===== src/rtl/pkhold_pkg.sv =====
package pkhold_pkg;

   typedef enum logic {
      CELL_A = 1'b0,
      CELL_B = 1'b1
   } cell_e;

   typedef struct packed {
      logic wr;
      logic rd;
      logic clr;
   } cell_strobe_t;

   function automatic int cyc_from_ps(input int dur_ps, input int clk_ps);
      return (dur_ps + clk_ps - 1) / clk_ps;
   endfunction

endpackage


===== src/rtl/pkhold_sync_edge.sv =====
module pkhold_sync_edge #(
   parameter int STAGES = 2
) (
   input  logic clk,
   input  logic rst,
   input  logic async_in,
   output logic rise
);
   initial assert (STAGES >= 2) else $fatal(1, "pkhold_sync_edge: STAGES must be at least 2");

   logic [STAGES:0] chain;

   always_ff @(posedge clk) begin
      if (rst) chain <= '0;
      else     chain <= {chain[STAGES-1:0], async_in};
   end

   assign rise = chain[STAGES-1] & ~chain[STAGES];

   a_r11_single_strobe: assert property (@(posedge clk) disable iff (rst)
      rise |=> !rise);

endmodule


===== src/rtl/pkhold_oneshot.sv =====
module pkhold_oneshot #(
   parameter int CYC    = 16,
   parameter bit RETRIG = 1'b0
) (
   input  logic clk,
   input  logic rst,
   input  logic fire,
   output logic busy
);
   initial assert (CYC >= 1) else $fatal(1, "pkhold_oneshot: CYC must be at least 1");

   localparam int CW = $clog2(CYC + 1);
   localparam logic [CW-1:0] LOAD = CW'(CYC);

   logic [CW-1:0] cnt;
   logic          load;

   generate
      if (RETRIG) begin : g_retrig
         assign load = fire;
      end else begin : g_single
         assign load = fire && (cnt == '0);
      end
   endgenerate

   always_ff @(posedge clk) begin
      if (rst)              cnt <= '0;
      else if (load)        cnt <= LOAD;
      else if (cnt != '0)   cnt <= cnt - 1'b1;
   end

   assign busy = (cnt != '0);

   a_r8_fire_starts: assert property (@(posedge clk) disable iff (rst)
      (fire && !busy) |=> busy);

endmodule


===== src/rtl/pkhold_role_ctrl.sv =====
module pkhold_role_ctrl
   import pkhold_pkg::*;
(
   input  logic clk,
   input  logic rst,
   input  logic ev_acc,
   input  logic paired,
   input  logic clr_busy,
   output cell_strobe_t [1:0] strobes,
   output logic ev_valid,
   output logic buf_sel,
   output logic overrun
);
   cell_e               writer;
   logic                active;
   cell_strobe_t [1:0]  nx;
   logic                nx_buf;
   logic                widx;

   assign widx = writer;

   always_comb begin
      nx     = '0;
      nx_buf = 1'b0;
      if (paired) begin
         nx[CELL_A].clr = clr_busy;
         nx[CELL_B].clr = clr_busy;
         nx[CELL_A].wr  = !clr_busy;
         nx[CELL_B].rd  = 1'b1;
         nx_buf         = 1'b1;
      end else if (active) begin
         nx[widx].clr  = clr_busy;
         nx[widx].wr   = !clr_busy;
         nx[~widx].rd  = 1'b1;
         nx_buf        = ~widx;
      end
   end

   always_ff @(posedge clk) begin
      if (rst) begin
         writer   <= CELL_A;
         active   <= 1'b0;
         ev_valid <= 1'b0;
         overrun  <= 1'b0;
         strobes  <= '0;
         buf_sel  <= 1'b0;
      end else begin
         ev_valid <= ev_acc && active;
         if (ev_acc) begin
            if (active) begin
               writer <= (writer == CELL_A) ? CELL_B : CELL_A;
               if (clr_busy) overrun <= 1'b1;
            end else begin
               active <= 1'b1;
            end
         end
         strobes <= nx;
         buf_sel <= nx_buf;
      end
   end

   a_r10_overrun_sticky: assert property (@(posedge clk) disable iff (rst)
      overrun |=> overrun);

   a_r5_valid_single: assert property (@(posedge clk) disable iff (rst)
      ev_valid |=> !ev_valid);

endmodule


===== src/rtl/pkhold_seq.sv =====
module pkhold_seq
   import pkhold_pkg::*;
#(
   parameter int CLK_PS      = 2500,
   parameter int CLR_PS      = 45000,
   parameter int FR_PS       = 40000,
   parameter int SYNC_STAGES = 2
) (
   input  logic clk,
   input  logic rst,
   input  logic trig_in,
   input  logic ext_rst_in,
   input  logic paired_mode,
   input  logic src_ext,
   input  logic fr_en,
   input  logic fr_req,
   output logic a_wr,
   output logic a_rd,
   output logic a_rst,
   output logic b_wr,
   output logic b_rd,
   output logic b_rst,
   output logic ev_valid,
   output logic buf_sel,
   output logic overrun,
   output logic frst,
   output logic frst_n
);
   localparam int RST_CYC = cyc_from_ps(CLR_PS, CLK_PS);
   localparam int FR_CYC  = cyc_from_ps(FR_PS, CLK_PS);

   initial assert (CLK_PS > 0) else $fatal(1, "pkhold_seq: CLK_PS must be positive");

   logic trig_rise, ext_rise, fr_rise;
   logic fr_busy, clr_busy;
   logic src_rise, ev_acc, clr_fire;
   cell_strobe_t [1:0] strobes;

   pkhold_sync_edge #(.STAGES(SYNC_STAGES)) u_sync_trig (
      .clk(clk), .rst(rst), .async_in(trig_in), .rise(trig_rise));
   pkhold_sync_edge #(.STAGES(SYNC_STAGES)) u_sync_ext (
      .clk(clk), .rst(rst), .async_in(ext_rst_in), .rise(ext_rise));
   pkhold_sync_edge #(.STAGES(SYNC_STAGES)) u_sync_fr (
      .clk(clk), .rst(rst), .async_in(fr_req), .rise(fr_rise));

   pkhold_oneshot #(.CYC(FR_CYC), .RETRIG(1'b0)) u_fast_rst (
      .clk(clk), .rst(rst), .fire(fr_rise & fr_en), .busy(fr_busy));

   assign src_rise = src_ext ? ext_rise : (trig_rise & ~fr_busy);
   assign ev_acc   = ~paired_mode & src_rise;
   assign clr_fire = ev_acc | (paired_mode & ext_rise);

   pkhold_oneshot #(.CYC(RST_CYC), .RETRIG(1'b1)) u_clr_timer (
      .clk(clk), .rst(rst), .fire(clr_fire), .busy(clr_busy));

   pkhold_role_ctrl u_roles (
      .clk(clk), .rst(rst), .ev_acc(ev_acc), .paired(paired_mode),
      .clr_busy(clr_busy), .strobes(strobes), .ev_valid(ev_valid),
      .buf_sel(buf_sel), .overrun(overrun));

   assign a_wr   = strobes[CELL_A].wr;
   assign a_rd   = strobes[CELL_A].rd;
   assign a_rst  = strobes[CELL_A].clr;
   assign b_wr   = strobes[CELL_B].wr;
   assign b_rd   = strobes[CELL_B].rd;
   assign b_rst  = strobes[CELL_B].clr;
   assign frst   = fr_busy;
   assign frst_n = ~fr_busy;

   a_r3_a_clr_excl: assert property (@(posedge clk) disable iff (rst) !(a_rst && a_wr));
   a_r3_b_clr_excl: assert property (@(posedge clk) disable iff (rst) !(b_rst && b_wr));
   a_r2_a_one_role: assert property (@(posedge clk) disable iff (rst) !(a_wr && a_rd));
   a_r2_b_one_role: assert property (@(posedge clk) disable iff (rst) !(b_wr && b_rd));

   a_r8_needs_enable: assert property (@(posedge clk) disable iff (rst)
      $rose(frst) |-> $past(fr_en));

   a_r9_veto: assert property (@(posedge clk) disable iff (rst)
      (!paired_mode && !src_ext && trig_rise && fr_busy) |=> !ev_valid);

   a_r7_paired_roles: assert property (@(posedge clk) disable iff (rst)
      (!$past(rst) && $past(paired_mode) && !$past(clr_busy)) |-> (a_wr && b_rd && !a_rd && !b_wr));

endmodule


===== config.mk =====
export PLATFORM = sky130hd
export DESIGN_NAME = pkhold_seq
export DESIGN_NICKNAME = d
export VERILOG_FILES = /design/src/rtl/pkhold_pkg.sv /design/src/rtl/pkhold_sync_edge.sv /design/src/rtl/pkhold_oneshot.sv /design/src/rtl/pkhold_role_ctrl.sv /design/src/rtl/pkhold_seq.sv
export SDC_FILE = /design/constraint.sdc
export NUM_CORES = 1
export LEC_CHECK = 0
export ABC_AREA = 1
export BUFFER_PORTS_ARGS = -buffer_cell sky130_fd_sc_hd__buf_2
export CAP_MARGIN = 30
export CELL_PAD_IN_SITES_DETAIL_PLACEMENT = 1
export CELL_PAD_IN_SITES_GLOBAL_PLACEMENT = 2
export CORE_ASPECT_RATIO = 1.4
export CORE_MARGIN = 4
export CORE_UTILIZATION = 31
export DETAILED_ROUTE_END_ITERATION = 6
export PLACE_DENSITY = 0.85
export SYNTH_ARGS = -nofsm -noshare
export SYNTH_HDL_FRONTEND = slang
export SYNTH_SLANG_ARGS = --single-unit

===== constraint.sdc =====
create_clock -name clk -period 1.4 [get_ports clk]
set_input_delay 0.28 -clock clk [delete_from_list [all_inputs] [get_ports clk]]
set_output_delay 0.28 -clock clk [all_outputs]
set_load 0.005 [all_outputs]

* After elaboration in Yosys (flattened, before gate mapping)
Index checks and enable logic that the tools add are counted.
** Cells by class
- Add/subtract/negate cells :: 2
- $lt $le $gt $ge :: 4
- Multiplexer cells :: 19
- Bitwise logic cells :: 16
- Reduce and logical (&&, ||, !) cells :: 15
** Operators by type and width (number)
- 2-to-1 mux 5 bit :: 5
- bitwise mux 6 bit :: 2
- nonzero test 5 bit :: 2
- subtractor 5 x 1 -> 5 bit (second input constant) :: 2
- demux 3 bit (select 1 bit) :: 3
- bitwise AND 1 bit :: 7
- inverter 1 bit :: 7
- bitwise AND 6 bit :: 1
- 2-to-1 mux 1 bit :: 6
- 2-to-1 mux 3 bit :: 2
- logical NOT 5 bit :: 1
- logical AND 1 bit :: 4
- < comparator 1 x 2 -> 1 bit (second input constant) :: 2
- nonzero test 2 bit :: 2
- OR reduction 2 bit :: 2
- AND reduction 3 bit :: 1
- OR reduction 3 bit :: 1
- >= comparator 1 bit (second input constant) :: 2
- 2-to-1 mux 2 bit :: 1
- AND reduction 2 bit :: 1
- logical NOT 1 bit :: 1
- bitwise OR 1 bit :: 1
** Storage, ports and cells
- Register bits after elaboration :: 30
- Output and inout port bits :: 11
- Word-level logic and storage cells :: 74

* Longest topological paths before layout
- Depth after elaboration :: 9
- Gate-level depth with buffers :: 10
- Depth with buffers taken out :: 10

* Cells and area by module
A second synthesis with hierarchy kept.
** Second synthesis, totals
- Cell total of the unflattened synthesis :: 145
- Area, all modules :: 1116.1 µm²
** By module, submodules not included
- pkhold_role_ctrl :: instances 1, cells an instance 35, area an instance 312.8 µm², sequential area each 200.2 µm²
- pkhold_sync_edge :: instances 3, cells an instance 10, area an instance 86.3 µm², sequential area each 60.1 µm²
- pkhold_oneshot at u_fast_rst :: instances 1, cells an instance 34, area an instance 252.7 µm², sequential area each 100.1 µm²
- pkhold_oneshot at u_clr_timer :: instances 1, cells an instance 34, area an instance 241.5 µm², sequential area each 100.1 µm²
- pkhold_seq :: instances 1, cells an instance 12, area an instance 50.0 µm², sequential area each 0.0 µm²

* Least setup slack after synthesis
OpenSTA, ideal clock, no wires.
- Path type :: register to register
- Start point :: reg u_clr_timer.cnt[0]
- End point :: reg u_clr_timer.cnt[1]
- Library setup time :: 109 ps
- Arrival :: 1070 ps
- Slack :: 221 ps
- Stages on the path, launching flop included :: 11
- Path buffers :: 0
- Period minus slack after synthesis :: 1179 ps
- Path through :: dfxtp_1 inv_1 ha_1 nand2_2 nor2_8 inv_4 nand2_2 nand2_1 nand3_1 nand2_1 inv_1
** On the way
- Cells in the longest elaborated chain, start to end :: 3
- Elaborated cells on any way between the ends :: 5
- Classes of those cells :: 1 x add/sub; 2 x mux; 2 x reduce/logical
** RTL lines
- from (decl) :: RTL line pkhold_oneshot.sv:15 : logic [CW-1:0] cnt;
- from (signal assigned) :: RTL line pkhold_oneshot.sv:29 : else if (cnt != '0) cnt <= cnt - 1'b1;
- subtractor 5 x 1 -> 5 bit :: RTL line pkhold_oneshot.sv:29
- 2-to-1 mux 5 bit :: RTL line pkhold_oneshot.sv:29
- 2-to-1 mux 5 bit :: RTL line pkhold_oneshot.sv:28 : else if (load) cnt <= LOAD;
Parallel ways exist; a longest one is shown, timed or not. The select of a mux whose other input is x is not followed.
A chain may end at the register's enable or synchronous reset.

* Worst setup path after layout
- Start point :: reg u_fast_rst.cnt[0]
- End point :: out frst
** On the way
- Cells in the longest elaborated chain, start to end :: 1
** RTL lines
- from (decl) :: RTL line pkhold_oneshot.sv:15
- from (signal assigned) :: RTL line pkhold_oneshot.sv:29
- nonzero test 5 bit :: RTL line pkhold_oneshot.sv:32 : assign busy = (cnt != '0);
- to (decl) :: RTL line pkhold_seq.sv:26 : output logic frst,
No other way between the ends.

==> metrics <==
R2R depth 9; post-synth top area cell dfxtp_1; share of layout cells above drive strength 1 0.337; DR pass1 iterations 3; worst skew pair latency roughly 280 ps; diode count 0; Warnings, synthesis 0; crit path max fanout 4; synthesized instance count ~140; Worst EP arrival 1170 ps; Ports 19; routability cong. approximately 0.87; Worst-Margin Slew ~350 ps; total power between 3 and 4 mW; Multi-input gate area ~470 um2; minimum clock period approximately 1500 ps; Chip Width around 59 um; cells along the critical path inv_2, ha_4, nand2_4, nor2_4, inv_2, buf_6; number of synthesized flops with an enable pin 0; leak pwr around 0.7 nW; Slew HR 0.768; Most Frequent Cell on Critical Path inv_2; Yosys reg bits 29; first-pass GRT wire length ~4600 um; CP max stage delay 320 ps; Power Density about 2100 nW/um2; Worst Setup Start Kind flip-flop; dpl ws between 30 and 40 ps; Clock Skews ~4.9 ps; Total Routing Usage GR 0.136; via count between 900 and 1000; worst setup path class reg2out; post-synth top area share 0.514; slowest CP cell dfxtp_2; DRC viols 0; Final Max Slew Viols 0; CTS root buffer clkbuf_8; Finished Cell Area around 1500 um2; FMAX between 0.6 and 0.7 GHz; routed vias/inst ~4.5; Min-Delay Path Class in2reg; largest net degree at the start of global routing 18; Layout area overhead 28.5%; Commonest cells post-synth 29 x dfxtp_1, 23 x inv_1, 19 x nand2_1, 19 x nor2_1, 7 x a21oi_1; CP Launch Point u_fast_rst.cnt[0]; initial antenna violation count 0; sequential cell area roughly 600 um2; H-Tree Depth 2; WL per Instance roughly 13 um; worst r2r src u_fast_rst.cnt[0]; hold path cells 3; syn_nets around 150; Worst Setup End Kind primary output; initial DRC count 19; TritonCTS Buffers 5; most common cell in the netlist dfxtp_1; Max Cap Viol 0; Clock Tree Buf Depth 2; clk sinks 29; Mapped Avg Cell Area ~8 um2; I/O Buffers 18; remaining antenna violation count 0; required time of the critical path around 1100 ps; Starting Density 0.328; Clock Pin Slew Worst Setup and Hold Paths around 60 ps; Util after Layout 0.422; Final Hold Viols 0; Synth area leaders dfxtp_1 51%, inv_1 7.6%, nand2_1 6.3%; CTS tree done; CORE AREA roughly 3400 um2; min-delay src trig_in; Seq/Total Area, Yosys 0.514; Peak VDD IR just over 1 mV; Mapped Area 1130 um2; violated checks negative setup slack; final wirelength between 2000 and 3000 um; outcome finished with violations; chip height just under 80 um; Yosys cell types 25; dpl hpwl 1920 um; post-placement cell area about 1300 um2; crit share post-route 1.04; Fillers ~440; vias in the first global route roughly 1000; Final WS setup -53.4 ps; # setup viols final 2; RSZ-0062 raised after global routing true; row cnt 25; grt total ovfl 0; prevailing post-synth register cell dfxtp_1; die area around 4700 um2; Async SR Flop Fraction 0; Hold Buf Count CTS 0; layout net count 178
[state kept, by name, indices dropped and copies added (netlist names)]
register and flops:
u_roles.widx 1, u_roles.ev_valid 1, u_roles.active 1, u_sync_trig.chain 3
u_roles.strobes 5, u_roles.overrun 1, u_sync_ext.chain 3, u_clr_timer.cnt 5
u_roles.buf_sel 1, u_sync_fr.chain 3, u_fast_rst.cnt 5
[layout make-up]
class                      count  share of cell area
tap                           40              0.0345
timing repair buffer          27               0.113
clock buffer                   6              0.0500
inverter                      26              0.0690
clock inverter                 2             0.00690
sequential                    29               0.402
multi-input combinational     79               0.325
[cell usage in the layout, fill, tap and decap left out, drive strengths merged]
cell type and count:
clkbuf 6, inv 26, clkinv 2, nor3 5, o21bai 1, nor2 23
xor2 1, a21oi 8, dfxtp 29, or2 1, nand3 6, buf 27
ha 2, nand2 25, nor4 1, xnor2 3, nand4 3
[final timing paths]
path | to | slack [ps]
setup / recovery | frst | -50
hold / removal | u_sync_trig.chain[0] | 200
setup reg to reg | u_fast_rst.cnt[2] | 110
hold reg to reg | u_sync_trig.chain[1] | 410
[cells by family after synthesis]
| kind of cell | share of synthesized area |
|---|---|
| adder cells (fa/ha/maj) | 0.0221 |
| AND/OR/NAND/NOR | 0.285 |
| flip-flops | 0.514 |
| XOR/XNOR | 0.0310 |
| buffers and inverters | 0.103 |
| AO/OA/AOI/OAI | 0.0454 |
[per-layer routing]
layer	vias up	GRT usage	share of wire
li1	475	-	-
met1	435	0.126	0.37
met2	18	0.244	0.55
met3	9	0.0502	0.041
met4	0	0.0816	0.036
met5	-	0	0
[repair_timing]
item	4_1_cts	5_1_grt
setup endpoints to repair	2	8
gates cloned	0	0
buffers inserted	9	1
pin swaps	4	3
resized for setup	8	5
[power breakdown]
group / internal (mW) / switching [mW] / leakage, nW
combinational: 0.639 / 0.697 / 0.416
sequential: 0.973 / 0.103 / 0.239
clock: 0.343 / 0.297 / 0.0450
total: 1.95 / 1.10 / 0.700
[stage by stage]
stage	hold slack (ps)	instances	setup TNS (ps)
floorplan	351	137	0
global placement	389	192	0
detailed placement	402	192	0
CTS	191	209	-105
global route	197	209	-156
finish	200	209	-69.0
[critical path: cells and delay by family, from the launching register on]
family,cells,cell delay (ps)
buffers and inverters,3,240
and+or+nand+nor,2,180
adders and majority gates,1,160
DFF,1,320
Note: power is estimated with default switching activity, not from simulation.
